$ cat src/rtl/crop_decim_pkg.sv
package crop_decim_pkg;
    parameter int XW = 12;   // horizontal position and width
    parameter int YW = 11;   // vertical position and height
    parameter int SW = 16;   // spatial ratio factors
    parameter int TW = 6;    // frame ratio factors

    typedef struct packed {
        logic [XW-1:0] x0;
        logic [YW-1:0] y0;
        logic [XW-1:0] w;
        logic [YW-1:0] h;
        logic [SW-1:0] hn;
        logic [SW-1:0] hm;
        logic [SW-1:0] vn;
        logic [SW-1:0] vm;
        logic [TW-1:0] fn;
        logic [TW-1:0] fm;
    } frame_cfg_t;
endpackage

$ cat src/rtl/crop_decim_ratio.sv
// N/M keep-or-drop accumulator shared by the column, row and frame paths.
module crop_decim_ratio #(
    parameter int W = 16
) (
    input  logic         clk,
    input  logic         rst_n,
    input  logic         clr,
    input  logic         step,
    input  logic [W-1:0] num,
    input  logic [W-1:0] den,
    output logic         keep
);
    localparam int AW = W + 1;

    logic [W-1:0]  acc_q, acc_d;
    logic          pass;
    logic [AW-1:0] sum, rem, den_x;

    always_comb begin
        pass  = (num == '0) || (den == '0) || (num >= den);
        den_x = {1'b0, den};
        sum   = {1'b0, acc_q} + {1'b0, num};
        rem   = sum - den_x;
        keep  = pass || (sum >= den_x);
        acc_d = acc_q;
        if (clr) begin
            acc_d = '0;
        end else if (step && !pass) begin
            if (sum >= den_x) begin
                // clamp covers an accumulator left large by a factor change
                acc_d = (rem >= den_x) ? '0 : rem[W-1:0];
            end else begin
                acc_d = sum[W-1:0];
            end
        end
    end

    always_ff @(posedge clk or negedge rst_n) begin
        if (!rst_n) acc_q <= '0;
        else        acc_q <= acc_d;
    end

    // after a real step the remainder stays below the denominator
    a_r3_acc_bounded: assert property (@(posedge clk) disable iff (!rst_n)
        $past(step && !clr && !pass) |-> (acc_q < $past(den)));
endmodule

$ cat src/rtl/crop_decim_window.sv
// Row/column position tracking and crop-window membership.
module crop_decim_window #(
    parameter int XW = 12,
    parameter int YW = 11
) (
    input  logic          clk,
    input  logic          rst_n,
    input  logic          frame_start,
    input  logic          line_start,
    input  logic          pix_valid,
    input  logic [XW-1:0] x0,
    input  logic [XW-1:0] w,
    input  logic [YW-1:0] y0,
    input  logic [YW-1:0] h,
    output logic          new_row_in,
    output logic          pix_in,
    output logic          pix_last
);
    localparam int CW = XW + 1;
    localparam int RW = YW + 1;
    localparam logic [CW-1:0] COL_MAX = '1;
    localparam logic [RW-1:0] ROW_MAX = '1;

    typedef struct packed {
        logic [RW-1:0] row;
        logic [CW-1:0] col;
        logic          started;
        logic          row_in;
    } pos_t;

    pos_t          st_q, st_d;
    logic [CW-1:0] x_lo, x_hi;
    logic [RW-1:0] y_lo, y_hi, row_next;
    logic          take, col_in;

    always_comb begin
        x_lo     = {1'b0, x0};
        x_hi     = {1'b0, x0} + {1'b0, w};
        y_lo     = {1'b0, y0};
        y_hi     = {1'b0, y0} + {1'b0, h};
        row_next = st_q.started ? ((st_q.row == ROW_MAX) ? st_q.row : st_q.row + 1'b1) : '0;
        new_row_in = line_start && (row_next >= y_lo) && (row_next < y_hi);
        take     = pix_valid && !frame_start && !line_start;
        col_in   = (st_q.col >= x_lo) && (st_q.col < x_hi);
        pix_in   = take && st_q.row_in && col_in;
        pix_last = pix_in && (st_q.row == y_hi - 1'b1) && (st_q.col == x_hi - 1'b1);

        st_d = st_q;
        if (frame_start) begin
            st_d.row     = '0;
            st_d.col     = '0;
            st_d.started = 1'b0;
            st_d.row_in  = 1'b0;
        end else if (line_start) begin
            st_d.row     = row_next;
            st_d.col     = '0;
            st_d.started = 1'b1;
            st_d.row_in  = new_row_in;
        end else if (take && st_q.col != COL_MAX) begin
            st_d.col = st_q.col + 1'b1;
        end
    end

    always_ff @(posedge clk or negedge rst_n) begin
        if (!rst_n) st_q <= '0;
        else        st_q <= st_d;
    end

    // column count restarts after every line strobe
    a_r2_col_restart: assert property (@(posedge clk) disable iff (!rst_n)
        $past(line_start || frame_start) |-> (st_q.col == '0));
endmodule

$ cat src/rtl/crop_decim.sv
module crop_decim
    import crop_decim_pkg::*;
#(
    parameter int PIX_W = 16
) (
    input  logic             clk,
    input  logic             rst_n,
    input  logic             cap_enable,
    input  logic             shutter_en,
    input  logic             pix_valid,
    input  logic [PIX_W-1:0] pix_data,
    input  logic             line_start,
    input  logic             frame_start,
    input  logic [XW-1:0]    crop_x,
    input  logic [YW-1:0]    crop_y,
    input  logic [XW-1:0]    crop_w,
    input  logic [YW-1:0]    crop_h,
    input  logic [SW-1:0]    h_num,
    input  logic [SW-1:0]    h_den,
    input  logic [SW-1:0]    v_num,
    input  logic [SW-1:0]    v_den,
    input  logic [TW-1:0]    f_num,
    input  logic [TW-1:0]    f_den,
    output logic             out_valid,
    output logic [PIX_W-1:0] out_data,
    output logic             frame_done
);
    typedef struct packed {
        frame_cfg_t       cfg;
        logic             frame_on;
        logic             row_keep;
        logic             stopped;
        logic             out_valid;
        logic             eof;
        logic [PIX_W-1:0] out_data;
    } ctl_t;

    ctl_t       st_q, st_d;
    frame_cfg_t cfg_in;
    logic       active, new_row_in, pix_in, pix_last;
    logic       fkeep, vkeep, hkeep;

    always_comb begin
        cfg_in = '{x0: crop_x, y0: crop_y, w: crop_w, h: crop_h,
                   hn: h_num, hm: h_den, vn: v_num, vm: v_den,
                   fn: f_num, fm: f_den};
        active = cap_enable && !st_q.stopped;
    end

    crop_decim_window #(.XW(XW), .YW(YW)) u_win (
        .clk(clk), .rst_n(rst_n),
        .frame_start(frame_start), .line_start(line_start), .pix_valid(pix_valid),
        .x0(st_q.cfg.x0), .w(st_q.cfg.w), .y0(st_q.cfg.y0), .h(st_q.cfg.h),
        .new_row_in(new_row_in), .pix_in(pix_in), .pix_last(pix_last)
    );

    crop_decim_ratio #(.W(TW)) u_frame_ratio (
        .clk(clk), .rst_n(rst_n), .clr(1'b0),
        .step(frame_start && active),
        .num(f_num), .den(f_den), .keep(fkeep)
    );

    crop_decim_ratio #(.W(SW)) u_row_ratio (
        .clk(clk), .rst_n(rst_n), .clr(frame_start),
        .step(new_row_in && st_q.frame_on),
        .num(st_q.cfg.vn), .den(st_q.cfg.vm), .keep(vkeep)
    );

    crop_decim_ratio #(.W(SW)) u_col_ratio (
        .clk(clk), .rst_n(rst_n), .clr(line_start),
        .step(pix_in && st_q.frame_on && st_q.row_keep),
        .num(st_q.cfg.hn), .den(st_q.cfg.hm), .keep(hkeep)
    );

    always_comb begin
        st_d           = st_q;
        st_d.out_valid = 1'b0;
        st_d.eof       = 1'b0;
        if (frame_start) begin
            st_d.cfg      = cfg_in;
            st_d.frame_on = active && fkeep;
            st_d.row_keep = 1'b0;
        end else if (line_start) begin
            st_d.row_keep = new_row_in && vkeep;
        end
        if (pix_in && st_q.frame_on && st_q.row_keep && hkeep) begin
            st_d.out_valid = 1'b1;
            st_d.out_data  = pix_data;
        end
        if (pix_last && st_q.frame_on) begin
            st_d.eof      = 1'b1;
            st_d.frame_on = 1'b0;
            if (shutter_en) st_d.stopped = 1'b1;
        end
        if (!cap_enable) st_d.stopped = 1'b0;
    end

    always_ff @(posedge clk or negedge rst_n) begin
        if (!rst_n) st_q <= '0;
        else        st_q <= st_d;
    end

    assign out_valid  = st_q.out_valid;
    assign out_data   = st_q.out_data;
    assign frame_done = st_q.eof;

    // output only follows an accepted pixel one cycle earlier
    a_r2_out_follows_pixel: assert property (@(posedge clk) disable iff (!rst_n)
        out_valid |-> $past(pix_valid && !frame_start && !line_start));
    // end-of-frame is a single-cycle pulse
    a_r8_eof_single: assert property (@(posedge clk) disable iff (!rst_n)
        frame_done |=> !frame_done);
    // a stopped capture never has a frame in progress
    a_r9_stop_excludes_frame: assert property (@(posedge clk) disable iff (!rst_n)
        !(st_q.frame_on && st_q.stopped));
    // shadow configuration only moves after a frame strobe
    a_r7_cfg_held: assert property (@(posedge clk) disable iff (!rst_n)
        !$past(frame_start) |-> $stable(st_q.cfg));
endmodule

$ cat config.mk
export PLATFORM = sky130hd
export DESIGN_NAME = crop_decim
export DESIGN_NICKNAME = d
export VERILOG_FILES = /design/src/rtl/crop_decim_pkg.sv /design/src/rtl/crop_decim_ratio.sv /design/src/rtl/crop_decim_window.sv /design/src/rtl/crop_decim.sv
export SDC_FILE = /design/constraint.sdc
export NUM_CORES = 1
export LEC_CHECK = 0
export CAP_MARGIN = 10
export CORE_MARGIN = 4
export CORE_UTILIZATION = 40
export CTS_BUF_LIST = sky130_fd_sc_hd__clkbuf_8
export DETAILED_ROUTE_END_ITERATION = 8
export DONT_BUFFER_PORTS = 1
export MAX_ROUTING_LAYER = met4
export SKIP_LAST_GASP = 1
export SLEW_MARGIN = 15
export SYNTH_ARGS = -nofsm -noshare
export SYNTH_HDL_FRONTEND = slang
export SYNTH_HIERARCHICAL = 1
export SYNTH_SLANG_ARGS = --single-unit
$ cat constraint.sdc
create_clock -name clk -period 14.9 [get_ports clk]
set_clock_uncertainty 0.2 [all_clocks]
set_input_delay 2.98 -clock clk [delete_from_list [all_inputs] [get_ports clk]]
set_output_delay 2.98 -clock clk [all_outputs]
set_load 0.02 [all_outputs]
# --- Word level (Yosys, flattened, before mapping) ---
# Index checks and enable logic that the tools add are counted.
totals:
  ramBits: 0
  latchBits: 0
  mem_count: 0
  register_bits: 196
  out_inout_bits: 18
  mem_bits_ro: 0
  in_bits: 145
  word_cells: 127
classes:
  n_eq_ne: 6
  magnitude_cmp: 13
  n_reduce_logical: 49
  mul: 0
  bitwise: 0
  muxes: 26
  shift: 0
  add_sub_neg: 12
  n_div: 0
op_table:
  columns: ["cell", "count"]
  rows:
  - ["16-bit two-way mux", 8]
  - ["17-bit by 16-bit >= comparator with 1-bit output", 4]
  - ["16-bit zero test", 4]
  - ["12-bit two-way mux", 3]
  - ["16-bit by 16-bit adder with 17-bit output", 2]
  - ["17-bit by 16-bit subtractor with 17-bit output", 2]
  - ["16-bit >= comparator", 2]
  - ["27-bit two-way mux", 1]
  - ["13-bit two-way mux", 2]
  - ["1-bit logical AND", 22]
  - ["7-bit by 6-bit >= comparator with 1-bit output", 2]
  - ["12-bit by 12-bit adder with 13-bit output", 1]
  - ["13-bit by 1-bit adder with 13-bit output (second input constant)", 1]
  - ["13-bit equality test", 1]
  - ["13-bit by 12-bit >= comparator with 1-bit output", 1]
  - ["13-bit less-than comparator", 1]
  - ["13-bit != test (second input constant)", 1]
  - ["13-bit by 1-bit subtractor with 13-bit output (second input constant)", 1]
  - ["11-bit by 11-bit adder with 12-bit output", 1]
  - ["12-bit by 1-bit adder with 12-bit output (second input constant)", 1]
  - ["12-bit equality test", 1]
  - ["12-bit equality test (second input constant)", 1]
  - ["12-bit by 11-bit >= comparator with 1-bit output", 1]
  - ["6-bit zero test", 2]
  - ["other kinds (14)", 40]

# --- Longest topological paths before layout ---
# Gate-level depths: netlist of the first run.
logic_depth:
  word_depth: 10
  depth_mapped: 25
  depth_no_buf: 24

# --- Hierarchy ---
# Netlist of the first run, hierarchy kept.
modules_own_cells:
  columns: ["module", "area_per_inst_um2", "seq_area_each_um2", "cells_each", "instances"]
  rows:
  - ["crop_decim", 5037.3, 3278.1, 302, 1]
  - ["crop_decim_window", 4596.9, 675.6, 572, 1]
  - ["crop_decim_ratio (u_col_ratio)", 3209.3, 400.4, 401, 1]
  - ["crop_decim_ratio (u_row_ratio)", 3135.5, 400.4, 370, 1]
  - ["crop_decim_ratio (u_frame_ratio)", 1202.4, 150.1, 139, 1]

# --- Worst setup path after synthesis of the first run ---
# OpenSTA, ideal clock, no wires.
synth_path:
  path_kind: "input-to-reg"
  start: "in f_num[0]"
  end: "reg u_frame_ratio.acc_q[2]"
  arrival_ns: 6.021
  setup_ns: 0.082
  required_time_ns: 14.618
  slack_ns: 8.597
  n_path_buf: 0
  stages: 14
  cell_sequence: "ha_1 > fa_1 > xor2_1 > ha_1 > o21a_1 > o31a_4 > or4_1 > o311a_2 > ha_1 > a21oi_1 > o21ai_0 > a211oi_1 > nand2_1 > a31oi_1"
synth_between:
  elab_chain_len: 5
  word_cells_on_any_way: 12
  cone_classes: "add/sub: 2; order compare: 3; mux: 2; reduce/logical: 5"
synth_rtl:
  columns: ["item", "line", "rtl"]
  rows:
  - ["from (decl)", "crop_decim.sv:22", "input logic [TW-1:0] f_num,"]
  - ["6-bit by 6-bit adder with 7-bit output or 6-bit zero test (tied branches)", "crop_decim_ratio.sv:22, crop_decim_ratio.sv:20", null]
  - ["7-bit by 6-bit subtractor with 7-bit output or 1-bit logical OR (tied branches)", "crop_decim_ratio.sv:23, crop_decim_ratio.sv:20", null]
  - ["7-bit by 6-bit >= comparator with 1-bit output or 1-bit logical OR (tied branches)", "crop_decim_ratio.sv:31, crop_decim_ratio.sv:20", null]
  - ["6-bit two-way mux or 1-bit zero test (tied branches)", "crop_decim_ratio.sv:31, crop_decim_ratio.sv:28", null]
  - ["6-bit two-way mux or 1-bit logical AND (tied branches)", "crop_decim_ratio.sv:29, crop_decim_ratio.sv:28", null]
  - ["to (signal assigned)", "crop_decim_ratio.sv:39", "if (!rst_n) acc_q <= '0;"]
  - ["to (signal assigned)", "crop_decim_ratio.sv:40", "else acc_q <= acc_d;"]
  - ["to (decl)", "crop_decim_ratio.sv:15", "logic [W-1:0] acc_q, acc_d;"]
# Several ways; a longest one is shown, not always the timed one.
# A chain may end at the register's enable or synchronous reset.

# --- Worst setup path in the final report of the first run ---
# Ends and elaborated chain as after synthesis.

==> qor.csv, run 1 <==
metric,value,unit
power_density,106.1,mW/mm^2
grtUsageTotal,0.1961,
num_rows,75,
cp_slowest_stage_delay,0.42,ns
via_per_inst,5.735,
grt_pass1_vias,13240,
synth_warnings,6,
gp_congestion,0.8833,
ctsRootBufferMaster,clkbuf_8,
yosysTopAreaCell,dfrtp_1,
worstMarginPinSlew,0.9349,ns
min_period,6.138,ns
wl,44.43,mm
cts_inserted_buffers,17,
drcViolationCount,0,
antenna_found_initial,0,
cts.clk_slew.worst_paths,0.11,ns
design.die.area,0.04633,sq mm
synth_area_leaders,"dfrtp_1 (29%), ha_1 (16%), mux2_2 (7.7%), xnor2_1 (3.6%), inv_1 (3.1%)",
netlist_area,0.01718,sq mm
cts_hold_buf,0,
cp_top_family,compound AO/OA/AOI/OAI gates,
ys_ff_latch,196,
synth_cell_type_count,117,
cts-resized-gates,0,
synth_edf_count,0,
grt_pass1_wl,70.88,mm
die_h,215.3,um
power_leakage,8.359,nW
post_drt_wl_per_cell,19.29,um
slew_violations,0,
port_buffers,0,
nFillCells,4159,
hold_class,flop to flop,
cts_tree,yes,
crit_top_cell,ha_1,
power,1.902,mW
drv_cap,0,
drtAntennaViolNets,0,
drtPass1Iterations,5,
die-width,215.3,um
diodes,0,
clock_sinks,196,
dp.final_hpwl,34.83,mm
path_cells,ha_1 -> fa_1 -> xor2_1 -> ha_1 -> o21a_1 -> o31a_4 -> o31ai_4 -> o311a_2 -> ha_1 -> a21oi_1 -> o21ai_0 -> a211oi_1 -> nand2_1 -> a31oi_1,
worstPathArrival,6.43,ns
synth.yosys.seq_area_share,0.2855,
fmax,0.1629,GHz
ir_drop,85.41,uV
crit_fanout,10,
vias,13210,
avgSynthCellArea,9.631,sq um
start_kind,input pin,
h-tree-depth,4,
tns,0,ns
hold_violations,0,
io-pin-count,163,
grt_max_degree,197,
ys.flop_type,dfrtp_1,
gr-total-overflow,0,
critPathRequiredTime,15.19,ns
finalCritPeriodShare,0.4119,
synth_cells,1784,
synthArstFlopShare,1.000,
worstSetupStartpoint,f_num[0],
synth_top_area_frac,0.2855,
cts_setup_buffers,0,
rsz0062_at_grt,no,
timing.rr.start,st_q[82],
criticalPathCategory,input pin to flop,
coreArea,0.04223,sq mm
setup_viol,0,
min_from,u_col_ratio/acc_q[0],
outcome,"finished, final reports clean",
drtIter0Drc,700,
cp_num_buf_inv,0,
insertion_delay,0.57,ns
crit_path_end_kind,flop,
area_growth,4.355,%
cts.path.max_buffers,2,
fin_nets,2127,
critPathSlowestCell,fa_1,
final_layout_size_suffix_gt1_frac,0.1230,
start_util,0.4069,
max_slew_margin,0.3686,
==> sequential cells by signal (all words and copies together) (netlist names) <==
signal / cells
u_row_ratio/acc_q: 16
frame_done: 1
out_valid: 1
u_col_ratio/acc_q: 16
st_q: 113
out_data: 16
u_frame_ratio/acc_q: 6
u_win/st_q: 27
==> synthesized netlist by cell type (all sizes together), types with 11 or more instances <==
library cell,instances
a211oi,20
ha,223
xor2,39
o21ai,56
nand4,33
dfrtp,196
mux2,126
o2111ai,12
nor2b,22
o211ai,24
a31oi,18
buf,41
a221o,16
nor4,27
inv,140
a21o,48
mux2i,15
and3,22
nand3,61
nor2,112
xnor2,71
and2,23
nand2b,22
nand2,77
o21bai,11
a21oi,93
nor3,39
o21a,27
clkbuf,15
==> layout make-up <==
class | count | area [sq um] | share of cell area
Clock inverter | 14 | 172.7 | 0.009630
Clock buffer | 18 | 247.7 | 0.01382
Multi-Input combinational cell | 1392 | 11390 | 0.6350
Sequential cell | 196 | 4905 | 0.2736
Inverter | 143 | 536.8 | 0.02994
Tap cell | 539 | 674.4 | 0.03761
Timing Repair Buffer | 1 | 7.507 | 0.0004187
==> report_power, final <==
part           internal, mW  switching [mW]  leakage, nW
Combinational         0.385           0.518         5.67
Clock                 0.172           0.213        0.215
Sequential            0.569          0.0453         2.48
==> per-layer routing <==
| metal | routed length, um | vias to the layer above | global-route usage |
|---|---|---|---|
| met5 | 0 | - | - |
| met4 | 806 | 0 | 0.05175 |
| met3 | 1931 | 48 | 0.04350 |
| met2 | 20720 | 254 | 0.3151 |
| met1 | 20970 | 6411 | 0.2516 |
| li1 | - | 6495 | - |
==> cell families (layout without fill, tap and decap cells) <==
logic type	after synthesis	after routing	share of synthesized area
xor+xnor	114	114	0.06256
simple gates	498	498	0.1572
mux	141	141	0.09329
fa+ha+maj	232	232	0.1723
flops	196	196	0.2855
buf+inv	200	176	0.05272
other cells	1	5	0.0002183
compound gates	402	402	0.1762
==> metrics by stage <==
step | worst slack [ns] | area [sq um] | util | cells | hold slack [ns]
final | 8.762 | 17930 | 0.4246 | 2303 | 0.3193
after global routing | 8.167 | 17930 | 0.4246 | 2303 | 0.3455
after CTS | 8.835 | 17930 | 0.4246 | 2303 | 0.3223
after detailed placement | 8.215 | 17510 | 0.4146 | 2271 | 0.2931
after global placement | 8.303 | 17510 | 0.4146 | 2271 | 0.2826
after floorplan | 8.597 | 17200 | - | 1788 | 0.2600
==> path summary, 6_finish.rpt <==
| path | slack [ns] | endpoint | cells after the start |
|---|---|---|---|
| max in group asynchronous | 12.35 | u_col_ratio/acc_q[5] | 0 |
| min | 0.32 | u_col_ratio/acc_q[0] | 2 |
| min in group asynchronous | 1.90 | st_q[102] | 0 |
| max reg2reg | 8.82 | u_col_ratio/acc_q[11] | 22 |
| min reg2reg | 0.32 | u_col_ratio/acc_q[0] | 2 |
| max | 8.76 | u_frame_ratio/acc_q[2] | 14 |
==> worst reg2reg max path, delay by kind of cell, from the launching register on <==
| kind | cells | cell delay (ns) |
|---|---|---|
| compound gates | 10 | 2.80 |
| xor+xnor | 1 | 0.25 |
| fa+ha+maj | 3 | 0.98 |
| buf+inv | 2 | 0.14 |
| flops | 1 | 0.44 |
| mux | 1 | 0.16 |
| simple gates | 5 | 1.02 |
==> placed cells by master, fill, tap and decap left out, types with 16 or more instances in the layout <==
cell type,Yosys,layout
ha_1,223,223
dfrtp_1,196,196
inv_1,140,142
mux2_2,117,117
nor2_1,112,112
a21oi_1,89,89
nand2_1,77,77
xnor2_1,70,70
nand3_1,59,59
o21ai_0,51,51
a21o_1,48,48
nor3_1,39,39
xor2_1,38,38
nand4_1,32,32
o21a_1,25,25
nor4_1,24,24
and2_1,22,22
nand2b_1,22,22
and3_1,21,21
o211ai_1,21,21
nor2b_1,19,19
a211oi_1,18,18
clkbuf_8,0,18
a31oi_1,17,17
a221o_1,16,16
(Power assumes the default switching activity.)
==> run 2, diff against run 1 <==
- clock period: 14.9 -> 5.7 ns (I/O delays scaled with it)
==> run 2 against run 1 <==
  * Critical endpoint is now u_col_ratio/acc_q[1]
  * Via count grew 0.64%
  * Core utilization grew 0.91 points
  * Worst hold slack lost 0.22 ns
  * First-iteration DRC count shrank 9.9%
  * Largest cell class unchanged
  * Critical path depth grew 6
  * Largest power group unchanged
  * Global-route usage grew 0.22 points
  * Non-clock buffer count grew 25
==> qor.csv, run 2 (synthesis results as in run 1) <==
metric,value,unit
final_layout_size_suffix_gt1_frac,0.1532,
drv_cap,0,
clock_sinks,196,
worstSetupStartpoint,st_q[85],
layout_common_cells,"ha_1 (218), dfrtp_1 (196), inv_1 (140)",
grt_pass1_vias,13530,
worstMarginPinSlew,0.9509,ns
r2r_cells,20,
power_leakage,8.518,nW
ctsRootBufferMaster,clkbuf_8,
nFillCells,4123,
worstPathArrival,5.63,ns
grt_max_degree,138,
critPathRequiredTime,5.96,ns
via_per_inst,5.713,
largest_reg_flops,113,
antenna_found_initial,0,
grtUsageTotal,0.1983,
cts_tree,yes,
timing.rr.start,st_q[85],
power_density,269.5,mW/mm^2
slew_violations,0,
cts_inserted_buffers,17,
grt_pass1_wl,71.83,mm
drcViolationCount,0,
gp_congestion,0.8727,
coreArea,0.04223,sq mm
setup_viol,0,
design.die.area,0.04633,sq mm
p_int,2.913,mW
io-pin-count,163,
post_drt_wl_per_cell,19.21,um
comb_power_share,0.489,
cts.path.max_buffers,2,
tns,0,ns
cts.clk_slew.worst_paths,0.10,ns
fmax,0.1863,GHz
port_buffers,0,
crit_fanout,6,
outcome,"finished, final reports clean",
h-tree-depth,4,
criticalPathCategory,flop to flop,
p_sw,2.022,mW
fin_nets,2153,
ir_drop,193.1,uV
start_kind,flop,
die-width,215.3,um
die_h,215.3,um
min_period,5.369,ns
diodes,0,
vias,13290,
wl,44.71,mm
max_slew_margin,0.3640,
drtPass1Iterations,5,
place_ws,0.06284,ns
area_growth,6.583,%
dp.final_hpwl,34.65,mm
top_regs,"st_q (113), u_win/st_q (27)",
drtIter0Drc,631,
pwr-share-clk,0.187,
worst_slack,0.3311,ns
switching_share,0.4096,
start_util,0.4069,
hold_violations,0,
crit_path_end_kind,flop,
num_rows,75,
p_seq_frac,0.324,
insertion_delay,0.56,ns
drtAntennaViolNets,0,
regMostFlops,st_q,
finalCritPeriodShare,0.9419,
final_util,0.4337,
hold_class,input pin to asynchronous set/reset pin,
gr-total-overflow,0,
final_common_cell,ha_1,
==> run 2: changes by cell type in the layout (fill, tap and decap cells not counted), sizes merged, moves of 2 or more <==
cell	delta
buf	+24
clkinv	+7
clkinvlp	-2
inv	-5
==> run 2: path summary, 6_finish.rpt <==
check / endpoint / slack (ns)
worst max-delay path: u_col_ratio/acc_q[1] / 0.33
worst min-delay path: u_win/st_q[20] / 0.1
worst max register to register: u_col_ratio/acc_q[1] / 0.33
worst min register to register: u_col_ratio/acc_q[12] / 0.31
max in group asynchronous: st_q[55] / 3.72
min in group clk: u_col_ratio/acc_q[12] / 0.31
==> run 2: routing by layer <==
| metal | global-route usage | routed length [um] |
|---|---|---|
| met2 | 0.3188 | 20920 |
| met1 | 0.2597 | 21350 |
| met5 | - | 0 |
| met3 | 0.03588 | 1805 |
| met4 | 0.05154 | 642 |
==> run 2: power by group through the flow <==
| stage | clock, mW | combinational (mW) | sequential [mW] |
|---|---|---|---|
| global placement | 0 | 2.28 | 1.63 |
| detailed placement | 0 | 2.33 | 1.63 |
| global route | 1.03 | 2.71 | 1.62 |
| floorplan | 0 | 1.90 | 1.58 |
| finish | 0.921 | 2.41 | 1.60 |
| CTS | 0.989 | 2.36 | 1.60 |
==> run 2: timing repair <==
item / 4_1_cts / 5_1_grt
buffers inserted: 0 / 10
hold endpoints to repair: 49 / 0
setup endpoints to repair: 0 / 32
hold buffers: 2 / 0
resized for setup: 0 / 42
==> run 2: area by class of cell <==
type | instances | area (sq um) | share of cell area
multi-input combinational | 1393 | 11610 | 0.6338
clock inverter | 13 | 133.9 | 0.007311
sequential | 196 | 4905 | 0.2678
tap | 539 | 674.4 | 0.03683
clock buffer | 17 | 234.0 | 0.01278
timing repair buffer | 26 | 221.5 | 0.01209
inverter | 143 | 536.8 | 0.02931
==> run 2: per-stage QoR <==
step	hold WS (ns)	area (sq um)	std cells	total power [mW]
after CTS	0.001674	18010	2316	4.955
after floorplan	0.2600	17200	1788	3.473
after global routing	0.03297	18310	2327	5.360
final	0.09869	18310	2327	4.935
after detailed placement	0.2938	17610	2284	3.963
after global placement	0.2885	17610	2284	3.902
==> run 2: critical path: stages (launching register included) <==
cell	delay, ns
dfrtp_1	0.45
ha_1	0.40
nand3_1	0.10
o211ai_1	0.27
o41ai_2	0.09
buf_4	0.16
o21ai_0	0.19
a21oi_1	0.11
xnor2_1	0.26
ha_1	0.36
or4b_2	0.67
o2111ai_1	0.13
nor2_1	0.08
inv_1	0.06
ha_1	0.24
a21oi_1	0.15
o21ai_0	0.09
a21o_1	0.21
a2111oi_4	0.56
o211ai_4	0.26
o221ai_2	0.24
==> run 3, diff against run 2 <==
- CORE_UTILIZATION: 40 -> 65
- PLACE_DENSITY: default -> 0.81
- SETUP_SLACK_MARGIN: default -> 0.4
==> run 3 against run 2 <==
  * Core utilization up 28 points
  * Register-to-register slack about the same
  * Flip-flop and latch count unchanged
  * First-iteration DRC count up 73%
  * Non-clock buffer count up 21
  * Critical endpoint is now u_col_ratio/acc_q[11]
  * Largest power group unchanged
==> qor.csv, run 3 (synthesis results as in run 1) <==
metric,value,unit
cts_inserted_buffers,17,
dp.final_hpwl,32.56,mm
r2r_cells,23,
h-tree-depth,4,
critPathSlowestCell,or4_4,
regMostFlops,st_q,
routed.top_layer,met4,
wl,43.88,mm
gp_congestion,0.9548,
fmax,0.1866,GHz
crit_fanout,4,
final_util,0.7104,
finalCritPeriodShare,0.9404,
largest_reg_flops,113,
grt_pass1_vias,14010,
cp_slowest_stage_delay,0.54,ns
setup_viol,0,
port_buffers,0,
power_leakage,8.678,nW
slew_violations,0,
grt_max_degree,197,
drtPass1Iterations,5,
comb_power_share,0.505,
drcViolationCount,0,
ir_drop,193.3,uV
cts.clk_slew.worst_paths,0.12,ns
switching_share,0.4131,
criticalPathCategory,flop to flop,
route.met2.wl,21.41,mm
drtIter0Drc,1089,
die-width,170.6,um
ctsRootBufferMaster,clkbuf_8,
pwr-share-clk,0.190,
place_area,0.01732,sq mm
grtUsageTotal,0.2955,
holdWs,0.1272,ns
critPathRequiredTime,5.88,ns
area_growth,7.749,%
coreArea,0.02606,sq mm
fin_nets,2174,
layout_common_cells,"ha_1 (207), dfrtp_1 (195), inv_1 (138)",
min_period,5.360,ns
timing.rr.start,st_q[83],
r2r_end,u_col_ratio/acc_q[11],
worstPathArrival,5.54,ns
design.die.area,0.02910,sq mm
cp_num_buf_inv,2,
gr-total-overflow,0,
post_drt_wl_per_cell,20.41,um
rsz0062_at_grt,yes,
crit_path_end_kind,flop,
p_sw,2.155,mW
num_rows,59,
cts.path.max_buffers,2,
drtAntennaViolNets,0,
power_density,281.8,mW/mm^2
antenna_found_initial,4,
path_cells,ha_1 -> nor2b_4 -> o31ai_4 -> a21boi_2 -> o21a_1 -> nor2_1 -> xnor2_1 -> ha_1 -> a21o_1 -> a21oi_2 -> nor2b_1 -> a311o_2 -> buf_4 -> mux2i_1 -> nor2_1 -> inv_1 -> ha_4 -> nand4_1 -> or4_4 -> a21oi_4 -> a2111oi_4 -> o2111a_1 -> a221o_1,
via_per_inst,6.578,
p_seq_frac,0.305,
tns,0,ns
power,5.216,mW
insertion_delay,0.49,ns
cp_top_family,compound AO/OA/AOI/OAI gates,
r2r_slack,0.34,ns
max_slew_margin,0.3285,
nFillCells,1902,
io-pin-count,163,
hold_violations,0,
start_kind,flop,
final_common_cell,ha_1,
start_util,0.6593,
wl_met1,18.11,mm
p_int,3.061,mW
drv_cap,0,
outcome,"finished, final reports clean",
hold_class,input pin to asynchronous set/reset pin,
worstMarginPinSlew,1.004,ns
vias,14140,
grt_pass1_wl,68.86,mm
cts_tree,yes,
dr_wl_met3,2.643,mm
clock_sinks,196,
final_layout_size_suffix_gt1_frac,0.1839,
die_h,170.6,um
top_regs,"st_q (113), u_win/st_q (27)",
fin_area,0.01851,sq mm
-- run 3: area by class of cell --
type / count / area [sq um] / share of cell area
Tap cell: 335 / 419.2 / 0.02264
Sequential cell: 196 / 4906 / 0.2650
Timing Repair Buffer: 47 / 360.3 / 0.01946
Multi-Input combinational cell: 1393 / 11840 / 0.6395
Clock buffer: 17 / 234.0 / 0.01264
Inverter: 143 / 536.8 / 0.02899
Antenna cell: 4 / 10.01 / 0.0005407
Clock inverter: 15 / 207.7 / 0.01122
-- run 3: worst max path at each step --
stage                         startpoint               endpoint  slack (ns)  cells past startpoint
detailed placement              st_q[81]   u_col_ratio/acc_q[1]        0.03                     24
CTS                             st_q[82]  u_col_ratio/acc_q[12]        0.42                     21
global placement                st_q[81]   u_col_ratio/acc_q[0]        0.24                     24
floorplan                       st_q[82]  u_col_ratio/acc_q[11]        0.61                     22
finish                          st_q[83]  u_col_ratio/acc_q[11]        0.34                     23
global route        u_col_ratio/acc_q[0]   u_col_ratio/acc_q[8]        0.10                     24
-- run 3: repair_timing --
| action | in CTS | in global routing |
|---|---|---|
| gates resized for setup | 23 | 72 |
| hold buffers | 0 | 0 |
| setup endpoints to repair | 31 | 32 |
| gates cloned | 1 | 1 |
| pin swaps | 14 | 55 |
| setup buffers | 11 | 25 |
-- run 3: stage by stage --
| step | instances | setup slack, ns |
|---|---|---|
| 6_report | 2150 | 0.3399 |
| 3_3_place_gp | 2076 | 0.2359 |
| 3_5_place_dp | 2076 | 0.03069 |
| 4_1_cts | 2120 | 0.4152 |
| 2_1_floorplan | 1788 | 0.6133 |
| 5_1_grt | 2150 | 0.1050 |
-- run 3: per-layer routing --
| metal | GRT usage | vias up |
|---|---|---|
| met5 | - | - |
| li1 | - | 6594 |
| met2 | 0.4948 | 567 |
| met1 | 0.3696 | 6855 |
| met3 | 0.03835 | 127 |
| met4 | 0.1052 | 0 |
-- run 3: power groups by stage --
stage                     sequential (mW)  clock, mW  combinational (mW)
after floorplan                      1.58          0                1.90
after global placement               1.61          0                2.23
after detailed placement             1.62          0                2.33
after CTS                            1.59       1.02                2.41
after global routing                 1.60       1.07                2.88
final                                1.59      0.993                2.63
